<file path="config.mk">
export PLATFORM = sky130hd
export DESIGN_NAME = dr_completion_detect
export DESIGN_NICKNAME = d
export VERILOG_FILES = /design/src/rtl/dr_completion_detect.sv
export SDC_FILE = /design/constraint.sdc
export NUM_CORES = 1
export LEC_CHECK = 0
export BUFFER_PORTS_ARGS = -buffer_cell sky130_fd_sc_hd__buf_2
export CORE_AREA = 8 8 45 47
export CTS_BUF_LIST = sky130_fd_sc_hd__clkbuf_4
export DETAILED_ROUTE_END_ITERATION = 8
export DIE_AREA = 0 0 53 55
export PLACE_DENSITY = 0.56
export SETUP_SLACK_MARGIN = 0.15
export SLEW_MARGIN = 15
export SYNTH_ARGS = -nofsm -noshare
export SYNTH_HDL_FRONTEND = slang
export SYNTH_SLANG_ARGS = --single-unit
</file>
<file path="constraint.sdc">
create_clock -name clk -period 0.8 [get_ports clk]
set_input_delay 0.08 -clock clk [delete_from_list [all_inputs] [get_ports clk]]
set_output_delay 0.08 -clock clk [all_outputs]
set_load 0.01 [all_outputs]
</file>
<file path="src/rtl/dr_completion_detect.sv">
module dr_completion_detect #(
  parameter int WIDTH = 8
) (
  input  logic             clk,
  input  logic             rst,
  input  logic [WIDTH-1:0] rail_t,
  input  logic [WIDTH-1:0] rail_f,
  output logic             done,
  output logic [WIDTH-1:0] data_out,
  output logic             illegal
);

  logic [WIDTH-1:0] present;
  logic             all_set;
  logic             all_clear;
  logic             merge_q;

  assign present   = rail_t | rail_f;
  assign all_set   = &present;
  assign all_clear = ~|present;

  always_ff @(posedge clk) begin
    if (rst)            merge_q <= 1'b0;
    else if (all_set)   merge_q <= 1'b1;
    else if (all_clear) merge_q <= 1'b0;
  end

  assign done     = merge_q;
  assign data_out = merge_q ? rail_t : '0;
  assign illegal  = |(rail_t & rail_f);


  rise_on_full_chk: assert property (@(posedge clk) disable iff (rst)
    (&(rail_t | rail_f)) |=> done);


  fall_on_empty_chk: assert property (@(posedge clk) disable iff (rst)
    (~|(rail_t | rail_f)) |=> !done);


  hold_on_mixed_chk: assert property (@(posedge clk) disable iff (rst)
    (!(&(rail_t | rail_f)) && (|(rail_t | rail_f))) |=> $stable(done));


  rise_cause_chk: assert property (@(posedge clk) disable iff (rst)
    $rose(done) |-> $past(&(rail_t | rail_f)));


  data_qual_chk: assert property (@(posedge clk) disable iff (rst)
    (|data_out) |-> done);

endmodule

</file>
==> impl_metrics.csv, run 1 <==
group,metric,value,unit
clocking,clkLatencyLatePin,0,ps
sta,worst_slack,-110,ps
synthesis,synth_cell_type_count,10,
die,die_area,2920,sq um
layout,design_area,743,sq um
pwr,leakage,0.000330,uW
pwr,ir_drop,316,uV
routing,routed_wirelength,1.39,mm
place,dp_hpwl,942,um
routing,routedWlPerCell,15.8,um
global_routing,grt_pass1_wl,2.00,mm
routing,antenna_left,0,
synthesis,seq_area_frac_synth,9.41,%
place,gp_congestion,0.796,
die,start_util,15.4,%
sta,rsz0062_at_grt,"yes",
die,die_w,53,um
layout,multiInputGateArea,253,sq um
layout,drive_gt1_share,83.3,%
synthesis,syn_inst,28,
die,core_area,1380,sq um
layout,fill_cells,132,
layout,seq_area,23.8,sq um
worst_setup_path,cp.arrival,790,ps
place,port_buffers,27,
synthesis,avgSynthCellArea,7.60,sq um
worst_setup_path,start_kind,"primary input",
routing,first_iter_violations,2,
global_routing,grt_usage,8.67,%
sta,fin_crit,910,ps
synthesis,dominantRegCellSynth,"dfxtp_1",
routing,firstDrtPassIters,3,
global_routing,antenna_found_initial,0,
clocking,path_clk_slew,0,ps
sta,fin_crit_sh,114,%
sta,tightest_slew,221,ps
sta,setup_viol,2,
sta,final-max-slew-violation-count,0,
synthesis,async_flop_share,0,%
die,rows,14,
run_status,violations,"setup timing",
synthesis,synth_area,213,sq um
pwr,powerDensity,583,nW/um^2
worst_setup_path,cp_max_fo,2,
synthesis,yosysTopAreaCellShare,23.5,%
layout,largest_reg_flops,1,
worst_setup_path,critPathRequiredTime,680,ps
routing,drc,0,
synthesis,synth.most_common_cell,"and2_1",
synthesis,syn_nets,46,
synthesis,ys_ff_latch,1,
sta,max_freq,1100,MHz
synthesis,synth_edf_count,0,
job,maxCapViolCount,0,
layout,final_nets,92,
layout,antenna_cells,0,
place,post_dp_cell_area,467,sq um
layout,area_growth,249,%
routing,viasPerCell,4.59,
global_routing,grt_pass1_vias,455,
sta,clock_skew,0,ps
sta,slew_headroom,85.1,%
synthesis,yosysWarnings,0,
worst_setup_path,crit_type,"in2reg",
synthesis,yosys-top-cells-count,"and2_1 (8), a22oi_1 (4), nor4_2 (4)",
synthesis,synth_top_cells_by_area,"and2_1 (24%), nor4_2 (24%), a22oi_1 (14%)",
worst_setup_path,cp-end-kind,"flop",
sta,hold_violations,0,
die,io_pins,28,
global_routing,grt_max_degree,7,
synthesis,yosysTopAreaCell,"and2_1",
die,fp.dieH,55,um
place,dp_worst_setup_slack,-158,ps
run_status,status,"finished, violations left",
min_path,min_path_type,"in2reg",
global_routing,grt_overflow,0,
routing,dr_total_vias,404,
[per-layer routing]
metal | global-route usage (%) | routed length (um) | share of wire, % | up-vias
met5 | 0 | 0 | 0 | -
met1 | 9.98 | 540 | 39 | 185
met4 | 0 | 0 | 0 | 0
met2 | 17.2 | 768 | 55 | 15
met3 | 1.34 | 80 | 5.8 | 0
li1 | - | - | - | 204
[final cells by class]
cell class              instances  area share (%)
repair buffers                 44            59.6
flip-flops and latches          1            3.20
well taps                      16            2.69
inverters                       1           0.505
multi-input cells              26            34.0
[cells by family (layout without fill, tap and decap cells)]
family / count (synthesis) / after routing / synth area share [%]
AOI/OAI and AO/OA: 8 / 8 / 27.6
buffers and inverters: 1 / 45 / 1.76
DFF: 1 / 1 / 9.41
and+or+nand+nor: 18 / 18 / 61.2
[critical path, cell delays in order]
cell	delay, ps
buf_4	130
nor4_4	240
nand4_1	110
a32o_1	230
[final timing paths]
kind | end | start | slack (ps) | cells after the start
max | done | rail_f[1] | -110 | 4
max reg2reg | done | done | -20 | 2
min | done | rst | 420 | 3
min reg2reg | done | done | 650 | 2
[metrics by stage]
| stage | hold WS [ps] | total power, uW | util [%] | setup TNS, ps | instances |
|---|---|---|---|---|---|
| global placement | 415 | 271 | 33.7 | -563 | 83 |
| floorplan | 285 | 119 | - | 0 | 28 |
| global route | 442 | 456 | 53.7 | -256 | 88 |
| CTS | 424 | 362 | 45.3 | -171 | 85 |
| finish | 420 | 433 | 53.7 | -174 | 88 |
| detailed placement | 429 | 273 | 33.7 | -497 | 83 |
[power by group]
group | switching, uW | internal [uW] | leakage (uW)
sequential | 4.08 | 53.7 | 0.00000890
clock | 0 | 0 | 0
combinational | 140 | 235 | 0.000321
total | 145 | 289 | 0.000330
[layout by cell type (no fill, tap or decap)]
master,instances
and2_4,7
inv_1,1
nor4_4,3
buf_12,1
buf_8,2
nor4_2,1
nand4_1,2
o22ai_1,3
a22oi_2,4
and2_1,1
dfxtp_4,1
buf_2,8
a32o_1,1
buf_6,28
nor4_1,1
buf_4,5
nor2_1,3
[timing repair]
action / 4_1_cts / 5_1_grt
pin swaps: 10 / 4
hold buffers: 0 / 0
setup endpoints to repair: 11 / 11
setup buffers: 2 / 3
resized for setup: 39 / 18
Power figures use the tool's default switching activity.
==> run 2, diff against run 1 <==
- BUFFER_PORTS_ARGS: -buffer_cell sky130_fd_sc_hd__buf_2 -> default
- DONT_BUFFER_PORTS: default -> 1
- PLACE_DENSITY: 0.56 -> 0.37
==> impl_metrics.csv, run 2 (synthesis gave the netlist of run 1 again) <==
group,metric,value,unit
run_status,status,"finished, violations left",
run_status,violations,"setup timing",
sta,rsz0062_at_grt,"yes",
routing,first_iter_violations,2,
pwr,powerDensity,538,nW/um^2
worst_setup_path,cp-end-kind,"flop",
die,die_w,53,um
sta,tightest_slew,254,ps
place,gp_congestion,0.686,
worst_setup_path,cp_max_fo,4,
routing,dr_total_vias,264,
layout,layout_commonest_cell,"and2_4",
die,fp.dieH,55,um
sta,clock_skew,0,ps
worst_setup_path,start_kind,"primary input",
global_routing,grt_overflow,0,
sta,hold_ws,286,ps
global_routing,antenna_found_initial,0,
routing,routed_wirelength,978,um
place,dp_hpwl,837,um
worst_setup_path,critPathRequiredTime,680,ps
global_routing,grt_usage,5.73,%
routing,routedWlPerCell,20.8,um
die,io_pins,28,
sta,final-max-slew-violation-count,0,
layout,largest_reg_flops,1,
die,die_area,2920,sq um
layout,final_nets,51,
routing,drc,0,
routing,firstDrtPassIters,3,
die,rows,14,
sta,slew_headroom,82.9,%
routing,viasPerCell,5.62,
global_routing,grt_pass1_wl,1.31,mm
sta,hold_violations,0,
pwr,ir_drop,245,uV
layout,antenna_cells,0,
sta,setup_viol,1,
die,core_area,1380,sq um
layout,fill_cells,159,
layout,final-instance-count-excl-fill,47,
layout,area_growth,48.8,%
clocking,path_clk_slew,0,ps
sta,worst_slack,-21.2,ps
global_routing,grt_pass1_vias,262,
job,maxCapViolCount,0,
global_routing,grt_max_degree,11,
clocking,hold_buffers,0,
worst_setup_path,cp.arrival,700,ps
layout,drive_gt1_share,51.6,%
place,port_buffers,0,
sta,fin_crit,821,ps
layout,mostFrequentLayoutCells,"and2_4 (8), a22oi_1 (4)",
die,start_util,15.4,%
sta,max_freq,1220,MHz
worst_setup_path,crit_type,"in2reg",
place,dpl.cell_count,45,
sta,fin_crit_sh,103,%
min_path,min_path_type,"in2out",
pwr,leakage,0.000100,uW
routing,antenna_left,0,
layout,final_util,22.9,%
clocking,clkLatencyLatePin,0,ps
[run 2: final timing paths]
kind / slack [ps] / cells after the start / startpoint / to
setup reg to reg: 30 / 2 / done / done
setup / recovery: -20 / 3 / rail_t[3] / done
hold / removal: 290 / 1 / rail_t[5] / data_out[5]
hold reg to reg: 620 / 2 / done / done
[run 2: what timing repair did]
item | 4_1_cts | 5_1_grt
resized for setup | 12 | 5
pin swaps | 1 | 5
buffers inserted | 0 | 2
endpoints found under the setup margin | 10 | 9
[run 2: where the power goes]
part / internal (uW) / switching, uW / leakage, uW / total (uW)
registers: 53.7 / 2.87 / 0.00000890 / 56.5
logic: 68.2 / 45.4 / 0.0000912 / 114
clock network: 0 / 0 / 0 / 0
[run 2: layout make-up]
cell class,instances,area [sq um],share of cell area [%]
Sequential cell,1,23.8,7.51
Inverter,1,3.75,1.19
Timing Repair Buffer,3,33.8,10.7
Tap cell,16,20.0,6.32
Multi-Input combinational cell,26,235,74.3
[run 2: worst max-delay path, cell delays in order]
cell and delay [ps]:
nor4_4 250, nand4_1 110, a32o_1 250
[run 2: through the flow]
| step | power [uW] | area (sq um) | setup slack, ps | setup TNS (ps) |
|---|---|---|---|---|
| 2_1_floorplan | 119 | 221 | 20.9 | 0 |
| 3_3_place_gp | 136 | 249 | -39.5 | -39.5 |
| 3_5_place_dp | 137 | 249 | -63.3 | -101 |
| 4_1_cts | 153 | 290 | -32.5 | -32.5 |
| 5_1_grt | 179 | 317 | -77.1 | -77.1 |
| 6_report | 170 | 317 | -21.2 | -21.2 |
[run 2: layer usage]
metal | vias to the layer above | wire length (um) | track usage, %
met2 | 14 | 522 | 10.9
li1 | 120 | - | -
met3 | 0 | 151 | 2.67
met5 | - | 0 | 0
met1 | 130 | 304 | 5.89
met4 | 0 | 0 | 0
